$ cat config.mk
export PLATFORM = sky130hd
export DESIGN_NAME = fpu_exc_status
export DESIGN_NICKNAME = d
export VERILOG_FILES = /design/src/rtl/fxs_pkg.sv /design/src/rtl/fxs_flag_bank.sv /design/src/rtl/fxs_ctl_reg.sv /design/src/rtl/fxs_irq_gate.sv /design/src/rtl/fpu_exc_status.sv
export SDC_FILE = /design/constraint.sdc
export NUM_CORES = 1
export LEC_CHECK = 0
export ABC_AREA = 1
export BUFFER_PORTS_ARGS = -buffer_cell sky130_fd_sc_hd__buf_4
export CORE_MARGIN = 2
export CORE_UTILIZATION = 45
export DETAILED_ROUTE_END_ITERATION = 8
export GPL_ROUTABILITY_DRIVEN = 0
export MAX_ROUTING_LAYER = met4
export PLACE_DENSITY_LB_ADDON = 0.05
export SLEW_MARGIN = 0
export SYNTH_ARGS = -nofsm -noshare
export SYNTH_HDL_FRONTEND = slang
export SYNTH_HIERARCHICAL = 1
export SYNTH_SLANG_ARGS = --single-unit
$ cat constraint.sdc
create_clock -name clk -period 1.7 [get_ports clk]
set_input_delay 0.085 -clock clk [delete_from_list [all_inputs] [get_ports clk]]
set_output_delay 0.085 -clock clk [all_outputs]
set_load 0.03 [all_outputs]
$ cat src/rtl/fxs_pkg.sv
package fxs_pkg;
   localparam int unsigned WORD_W   = 16;
   localparam int unsigned MASKED_N = 6;
   localparam int unsigned FLAG_N   = MASKED_N + 1;

   typedef struct packed {
      logic       busy;
      logic       c3;
      logic [2:0] top;
      logic       c2;
      logic       c1;
      logic       c0;
      logic       summary;
      logic       stack_fault;
      logic [MASKED_N-1:0] exc;
   } status_t;

   typedef struct packed {
      logic [3:0] spare_hi;
      logic [1:0] rnd;
      logic [1:0] prec;
      logic [1:0] spare_lo;
      logic [MASKED_N-1:0] mask;
   } control_t;
endpackage

$ cat src/rtl/fxs_flag_bank.sv
module fxs_flag_bank #(
   parameter int unsigned N = 7
) (
   input  logic         clk,
   input  logic         rst_n,
   input  logic [N-1:0] set_i,
   input  logic         clr_i,
   output logic [N-1:0] flags_o
);
   if (N < 1) begin : g_bad_n
      $error("fxs_flag_bank: N must be at least 1");
   end

   for (genvar k = 0; k < N; k++) begin : g_flag
      logic flag_q;
      always_ff @(posedge clk or negedge rst_n) begin
         if (!rst_n) flag_q <= 1'b0;
         else        flag_q <= (flag_q & ~clr_i) | set_i[k];
      end
      assign flags_o[k] = flag_q;
   end
endmodule

$ cat src/rtl/fxs_ctl_reg.sv
module fxs_ctl_reg #(
   parameter int unsigned      W     = 16,
   parameter logic [W-1:0]     RESET = '0
) (
   input  logic         clk,
   input  logic         rst_n,
   input  logic         load_i,
   input  logic [W-1:0] data_i,
   output logic [W-1:0] word_o
);
   logic [W-1:0] word_q;

   always_ff @(posedge clk or negedge rst_n) begin
      if (!rst_n)      word_q <= RESET;
      else if (load_i) word_q <= data_i;
   end

   assign word_o = word_q;
endmodule

$ cat src/rtl/fxs_irq_gate.sv
module fxs_irq_gate #(
   parameter int unsigned N          = 6,
   parameter bit          REGISTERED = 1'b0
) (
   input  logic         clk,
   input  logic         rst_n,
   input  logic [N-1:0] flags_i,
   input  logic [N-1:0] mask_i,
   output logic         irq_o
);
   logic pending;
   assign pending = |(flags_i & ~mask_i);

   if (REGISTERED) begin : g_reg
      logic irq_q;
      always_ff @(posedge clk or negedge rst_n) begin
         if (!rst_n) irq_q <= 1'b0;
         else        irq_q <= pending;
      end
      assign irq_o = irq_q;
   end else begin : g_comb
      logic unused_clk;
      assign unused_clk = clk ^ rst_n;
      assign irq_o = pending;
   end
endmodule

$ cat src/rtl/fpu_exc_status.sv
module fpu_exc_status
   import fxs_pkg::*;
#(
   parameter int unsigned       NUM_MASKED     = 6,
   parameter logic [15:0]       CW_RESET       = 16'h037F,
   parameter bit                IRQ_REGISTERED = 1'b0
) (
   input  logic        clk,
   input  logic        rst_n,
   input  logic [6:0]  exc_pulse,
   input  logic        clr_exc,
   input  logic        cw_load,
   input  logic [15:0] cw_data,
   input  logic        busy_in,
   input  logic [3:0]  cc_in,
   input  logic [2:0]  top_in,
   output logic [15:0] sw_out,
   output logic [15:0] cw_out,
   output logic        irq,
   output logic [1:0]  round_ctl,
   output logic [1:0]  prec_ctl
);
   localparam int unsigned NFLAG = NUM_MASKED + 1;

   if (NUM_MASKED != MASKED_N) begin : g_bad_masked
      $error("fpu_exc_status: status layout fixes NUM_MASKED at 6");
   end
   if (NFLAG != FLAG_N) begin : g_bad_flag
      $error("fpu_exc_status: flag count mismatch");
   end

   logic [NFLAG-1:0] flags;
   status_t          sw;
   control_t         cw;

   fxs_flag_bank #(.N(NFLAG)) u_flags (
      .clk     (clk),
      .rst_n   (rst_n),
      .set_i   (exc_pulse),
      .clr_i   (clr_exc),
      .flags_o (flags)
   );

   fxs_ctl_reg #(.W(WORD_W), .RESET(CW_RESET)) u_ctl (
      .clk    (clk),
      .rst_n  (rst_n),
      .load_i (cw_load),
      .data_i (cw_data),
      .word_o (cw)
   );

   fxs_irq_gate #(.N(NUM_MASKED), .REGISTERED(IRQ_REGISTERED)) u_irq (
      .clk     (clk),
      .rst_n   (rst_n),
      .flags_i (flags[NUM_MASKED-1:0]),
      .mask_i  (cw.mask),
      .irq_o   (irq)
   );

   always_comb begin
      sw.busy        = busy_in;
      sw.c3          = cc_in[3];
      sw.top         = top_in;
      sw.c2          = cc_in[2];
      sw.c1          = cc_in[1];
      sw.c0          = cc_in[0];
      sw.summary     = |flags;
      sw.stack_fault = flags[NFLAG-1];
      sw.exc         = flags[NUM_MASKED-1:0];
   end

   assign sw_out    = sw;
   assign cw_out    = cw;
   assign round_ctl = cw.rnd;
   assign prec_ctl  = cw.prec;
endmodule

==> summary.md, run 1 <==
| Metric | Value |
|---|---|
| Reg2reg start | `u_ctl/word_o[8]$_DFFE_PN1P_` |
| Number of buffers inserted by port buffering | `55` |
| Clk pin slew, worst setup/hold paths | `0.12 ns` |
| Non-filler instance count after layout | `236` |
| Number of iterations in the first detailed-routing pass | `4` |
| CP max stage cell | `dfstp_2` |
| Die X-Extent | `54.9 um` |
| Min-Delay Path Depth | `4` |
| Total standard cell area after synthesis | `0.00117 mm^2` |
| Share of final-layout standard cells stronger than drive strength 1 | `0.359` |
| Per-instance average area after synthesis | `8.04 um^2` |
| Worst ir drop on vdd | `0.540 mV` |
| R2R setup slack | `0.96 ns` |
| Chip Height | `54.9 um` |
| Number of distinct standard cells referenced by the synthesized netlist | `12` |
| Max Clk Rate | `0.712 GHz` |
| Floorplan core area | `0.00248 mm^2` |
| Startpoint types | `flip-flop` |
| Routed WL | `2.65 mm` |
| Final design instance area without fill | `0.00170 mm^2` |
| Number of hold violations in the final report | `0` |
| Instance count after placement with tap cells included | `208` |
| Gr ovfl total | `0` |
| Cell Pwr Density | `755 mW/mm^2` |
| Post-synthesis mux area share | `0` |
| Hold Path Origin | `clr_exc` |
| Worst path top cell family by delay | `flip-flops` |
| Synth-to-layout area growth | `45.6%` |
| Final period demand of the worst path | `1.40 ns` |
| Effective utilization at floorplan | `0.471` |
| Average wire per standard cell | `11.2 um` |
| Syn nets | `180` |
| Number of buffers inserted during clock tree synthesis | `3` |
| Final-stage net count | `242` |
| Biggest area contributors in the synthesized netlist | `dfrtp_1, nand2_1, dfstp_2` |
| Antenna violation net count after detailed routing | `0` |
| Leading cell type in the layout, fill and taps excluded | `nand2_1` |
| Number of slew-limit violations in the final report | `0` |
| Simple-gate portion of the synthesized area | `0.259` |
| Adder-cell area share of the yosys netlist | `0` |
| Number of global-route vias before repair | `893` |
| Dominant combinational cell family by area after synthesis | `simple AND/OR/NAND/NOR gates` |
| Count of pins on the block boundary | `72` |
| Area of placed instances | `0.00143 mm^2` |
| Worst slew margin relative to its limit | `0.804` |
| End of the worst register-to-register path | `u_ctl/word_o[8]$_DFFE_PN1P_` |
| TritonCTS clock tree | `built` |
| RSZ-0062 raised after global routing | `no` |
| Worst setup slack before clock tree synthesis | `0.647 ns` |
| Actual slew at the worst max-slew pin | `0.294 ns` |
| Maximum number of pins on one net before global-route repair | `24` |
| Setup Fix Bufs, Post-CTS | `0` |
| Worst setup skew after layout | `0 ns` |
| Outcome | `completed` |
| Worst Setup Slack, final | `0.295 ns` |
| Highest cell delay on the worst timing path | `0.57 ns` |
| CP max FO | `3` |
| Total buffers and inverters traversed by the critical path | `2` |
| Yosys reg bits | `23` |
| Master cell of the clock root buffer | `clkbuf_4` |
| Worst-skew pair later-pin latency | `0.30 ns` |
| Count of H-tree levels built during CTS | `1` |
| Clock Sink Count | `23` |
| Drc violations | `0` |
| WP data arrival | `1.32 ns` |
| Final total negative setup slack | `0 ns` |
| Leakage power | `0.969 nW` |
| Worst slack on hold paths | `0.0382 ns` |
| Crit path top cell by count | `nand2_1` |
| Synthesized-area fraction occupied by ao, oa, aoi and oai cells | `0.00429` |
| Row count | `18` |
| Cells after Synth | `145` |
| Initial antenna violation count | `0` |
| Worst setup path class | `reg2out` |
| Register area share after synthesis | `0.503` |
| HPWL after detailed placement | `1.74 mm` |
| Period Utilization, post-route | `0.826` |
| Diodes inserted | `0` |
| Total vias in the final route | `998` |
| Critical path cell sequence | `inv_1 -> nand2_1 -> nand2_1 -> nor2_1 -> nand2_1 -> buf_4` |
| Overall Global Routing Usage | `0.184` |
| Endpoint with the worst hold slack | `u_flags/g_flag[0].flag_q$_DFF_PN0_` |
| Die area | `0.00301 mm^2` |
| Filler cell count in the final layout | `208` |
| Max Buffers Root-to-Sink | `2` |
| Via/cell ratio | `4.23` |
| XOR/XNOR Fraction of Synth Area | `0` |
| Number of maximum-capacitance constraint violations | `0` |
| Synth top area share | `0.300` |
| Wire length of the first global-routing pass | `3.80 mm` |
| Cell taking the most area after synthesis | `dfrtp_1` |
| DR iter-0 viols | `10` |
| Total of warnings raised by yosys | `6` |
| Most frequent cells in the layout | `nand2_1, buf_4, dlygate4sd3_1` |
| Number of cells on the worst reg-to-reg path | `2` |
| Required time reported for the critical path endpoint | `1.62 ns` |
| Critical Path Sink Type | `output pin` |
| Setup violation total in the final timing report | `0` |
| Worst hold path class | `in2reg` |
-- per-stage QoR --
stage                     utilization  power, mW
after floorplan                     -      0.911
after global placement          0.578      0.994
after detailed placement        0.578       1.00
after CTS                       0.685       1.30
after global routing            0.685       1.35
final                           0.685       1.28
-- layer usage --
layer	GRT usage	wire length [um]
met1	0.192	1060
met3	0.0269	171
met4	0.0732	13
met5	-	0
met2	0.343	1410
-- cell families after synthesis --
kind of cell,after synthesis
AOI/OAI and AO/OA,1
buffers and inverters,44
DFF,23
and+or+nand+nor,77
-- report_power, final --
group	internal, mW	switching [mW]	leakage, nW	total [mW]
clock network	0.0915	0.157	0.0150	0.248
registers	0.607	0.0377	0.255	0.645
logic	0.173	0.216	0.699	0.390
-- sequential cells by signal (all words and copies together), names as in the netlist --
| signal | count |
|---|---|
| u_flags/g_flag.flag_q | 7 |
| u_ctl/word_o | 16 |
-- Yosys cell counts, drive strengths merged --
library cell and instances:
nand2 74, dfstp 9, o21ai 1, dfrtp 14
nor2 3, buf 22, inv 22
-- layout make-up --
cell class                 count  area (um^2)  share of cell area
tap                           30         37.5              0.0221
multi-input combinational     78          307               0.181
sequential                    23          587               0.346
inverter                      22         87.6              0.0516
timing repair buffer          79          653               0.385
clock buffer                   4         26.3              0.0155
-- worst max path at each step --
stage                                           start   to  slack, ns  cells past startpoint
final                     u_ctl/word_o[1]$_DFFE_PN1P_  irq       0.30                      6
after global routing      u_ctl/word_o[1]$_DFFE_PN1P_  irq       0.19                      6
after detailed placement  u_ctl/word_o[3]$_DFFE_PN1P_  irq       0.65                      6
after global placement    u_ctl/word_o[2]$_DFFE_PN1P_  irq       0.65                      6
after floorplan           u_ctl/word_o[3]$_DFFE_PN1P_  irq       0.58                      5
after CTS                 u_ctl/word_o[1]$_DFFE_PN1P_  irq       0.28                      6
-- worst reg2reg max path: stages, from the launching register on --
cell and delay [ns]:
dfstp_2 0.57, nand2_1 0.05, nand2_1 0.07
-- timing repair --
action,CTS,global route
hold buffers,24,0
gates resized for setup,0,0
endpoints found under the hold margin,46,0
Note: power is estimated with default switching activity, not from simulation.
==> run 2: changes to the inputs <==
Settings changed: CORE_UTILIZATION 45 to 42.
Clock period 1.7 ns to 1.4 ns, I/O delays scaled along.
==> run 2 against run 1 <==
Sequential power rose by 21%. Register-to-register slack got worse by 0.37 ns. Worst setup slack lost 0.26 ns. Non-clock buffer count rose by 4. Flip-flop and latch count did not move. Utilization shrank 3.9 points. Routed wire length shrank 5.1%. Die area is 6.6% higher. Clock power grew 21%. Via count is 2.8% higher. Clock skew did not move. Critical endpoint unchanged.
==> summary.md, run 2 (same netlist as run 1, synthesis figures left out) <==
| Metric | Value |
|---|---|
| Effective utilization at floorplan | `0.434` |
| DR iter-0 viols | `16` |
| Cell Pwr Density | `905 mW/mm^2` |
| Int Pwr | `1.07 mW` |
| Wire length of the first global-routing pass | `4.25 mm` |
| Number of slew-limit violations in the final report | `0` |
| Share of final-layout standard cells stronger than drive strength 1 | `0.390` |
| Drc violations | `0` |
| Outcome | `completed` |
| Worst slew margin relative to its limit | `0.807` |
| Startpoint types | `flip-flop` |
| Instance count after placement with tap cells included | `209` |
| Share of total power in sequential cells | `0.497` |
| Count of pins on the block boundary | `72` |
| Average wire per standard cell | `10.4 um` |
| Routed WL | `2.52 mm` |
| Crit path top cell by count | `nand2_1` |
| Max Clk Rate | `0.733 GHz` |
| Actual slew at the worst max-slew pin | `0.289 ns` |
| Filler cell count in the final layout | `237` |
| WP data arrival | `1.29 ns` |
| Die area | `0.00321 mm^2` |
| Number of global-route vias before repair | `992` |
| Worst slack on hold paths | `0.0254 ns` |
| Final total negative setup slack | `0 ns` |
| Fraction of the core area covered by cells at the end of the flow | `0.646` |
| Number of hold violations in the final report | `0` |
| Worst ir drop on vdd | `0.630 mV` |
| Gr ovfl total | `0` |
| Via/cell ratio | `4.26` |
| Most frequent cells in the layout | `nand2_1, buf_4, dlygate4sd3_1` |
| Leading cell type in the layout, fill and taps excluded | `nand2_1` |
| Worst Setup Slack, final | `0.0352 ns` |
| Final-stage net count | `246` |
| Total net switching power | `0.499 mW` |
| TritonCTS clock tree | `built` |
| Period Utilization, post-route | `0.975` |
| Clock group share of total power | `0.191` |
| Overall Global Routing Usage | `0.173` |
| Maximum number of pins on one net before global-route repair | `24` |
| HPWL after detailed placement | `1.66 mm` |
| Total vias in the final route | `1026` |
| Non-filler instance count after layout | `241` |
| Diodes inserted | `0` |
| Max Buffers Root-to-Sink | `2` |
| Worst setup path class | `reg2out` |
| Number of maximum-capacitance constraint violations | `0` |
| Chip Height | `56.7 um` |
| Critical Path Sink Type | `output pin` |
| Number of flip-flops under the largest register name | `16` |
| Highest cell delay on the worst timing path | `0.55 ns` |
| Synth-to-layout area growth | `48.8%` |
| Worst setup slack before clock tree synthesis | `0.347 ns` |
| Required time reported for the critical path endpoint | `1.33 ns` |
| Setup violation total in the final timing report | `0` |
| Worst hold path class | `in2reg` |
| Worst setup skew after layout | `0 ns` |
| Floorplan core area | `0.00269 mm^2` |
| Critical path cell sequence | `inv_2 -> nand2_1 -> nand2_1 -> nor2_1 -> nand2_1 -> buf_6` |
| Master cell of the clock root buffer | `clkbuf_4` |
| Combinational share of power | `0.312` |
| Clk pin slew, worst setup/hold paths | `0.12 ns` |
| Row count | `19` |
| Number of buffers inserted during clock tree synthesis | `3` |
| Number of buffers inserted by port buffering | `55` |
| Initial antenna violation count | `0` |
| Antenna violation net count after detailed routing | `0` |
| Die X-Extent | `56.7 um` |
| CP max stage cell | `dfstp_2` |
| Net switching fraction of the power | `0.318` |
| Count of H-tree levels built during CTS | `1` |
| Final period demand of the worst path | `1.36 ns` |
| Clock Sink Count | `23` |
| Leakage power | `0.988 nW` |
| RSZ-0062 raised after global routing | `yes` |
| CP max FO | `2` |
| R2R setup slack | `0.59 ns` |
| Worst-skew pair later-pin latency | `0.30 ns` |
| Number of iterations in the first detailed-routing pass | `2` |
## run 2: cell type report
cell class / count / area, um^2 / share of cell area
timing repair buffer: 83 / 687 / 0.396
sequential: 23 / 587 / 0.338
multi-input combinational: 78 / 309 / 0.178
inverter: 22 / 87.6 / 0.0505
tap: 31 / 38.8 / 0.0224
clock buffer: 4 / 26.3 / 0.0151
## run 2: final timing paths
path                                             start                            endpoint  cells after the start
max                        u_ctl/word_o[0]$_DFFE_PN1P_                                 irq                      6
max reg2reg                u_ctl/word_o[1]$_DFFE_PN1P_         u_ctl/word_o[1]$_DFFE_PN1P_                      3
max in group asynchronous                        rst_n         u_ctl/word_o[1]$_DFFE_PN1P_                      2
min in group asynchronous                        rst_n  u_flags/g_flag[6].flag_q$_DFF_PN0_                      2
min                                            clr_exc  u_flags/g_flag[0].flag_q$_DFF_PN0_                      4
min reg2reg                u_ctl/word_o[6]$_DFFE_PN1P_         u_ctl/word_o[6]$_DFFE_PN1P_                      2
## run 2: per-layer routing
metal  wire length, um  up-vias  track usage
li1                  -      524            -
met1              1080      459        0.201
met2              1240       39        0.296
met3               177        4       0.0323
met4                17        0       0.0646
met5                 0        -            -
## run 2: timing repair
item | 4_1_cts | 5_1_grt
buffers inserted | 4 | 0
hold endpoints to repair | 46 | 0
gates resized for setup | 1 | 4
gates cloned | 0 | 0
pin swaps | 0 | 4
hold buffers | 24 | 0
setup endpoints to repair | 1 | 1
## run 2: power groups by stage
stage	sequential, mW	combinational, mW	clock (mW)
2_1_floorplan	0.868	0.238	0
3_3_place_gp	0.791	0.417	0
3_5_place_dp	0.794	0.419	0
4_1_cts	0.779	0.492	0.324
5_1_grt	0.790	0.529	0.343
6_report	0.781	0.490	0.300
## run 2: through the flow
step,cell area (um^2),total power [mW]
CTS,1730,1.60
floorplan,1170,1.11
finish,1740,1.57
global route,1740,1.66
global placement,1430,1.21
detailed placement,1430,1.21
## run 2: critical path: cells and delay by family (launching register included)
kind / cells / cell delay, ns
DFF: 1 / 0.55
buffers and inverters: 2 / 0.17
and+or+nand+nor: 4 / 0.27
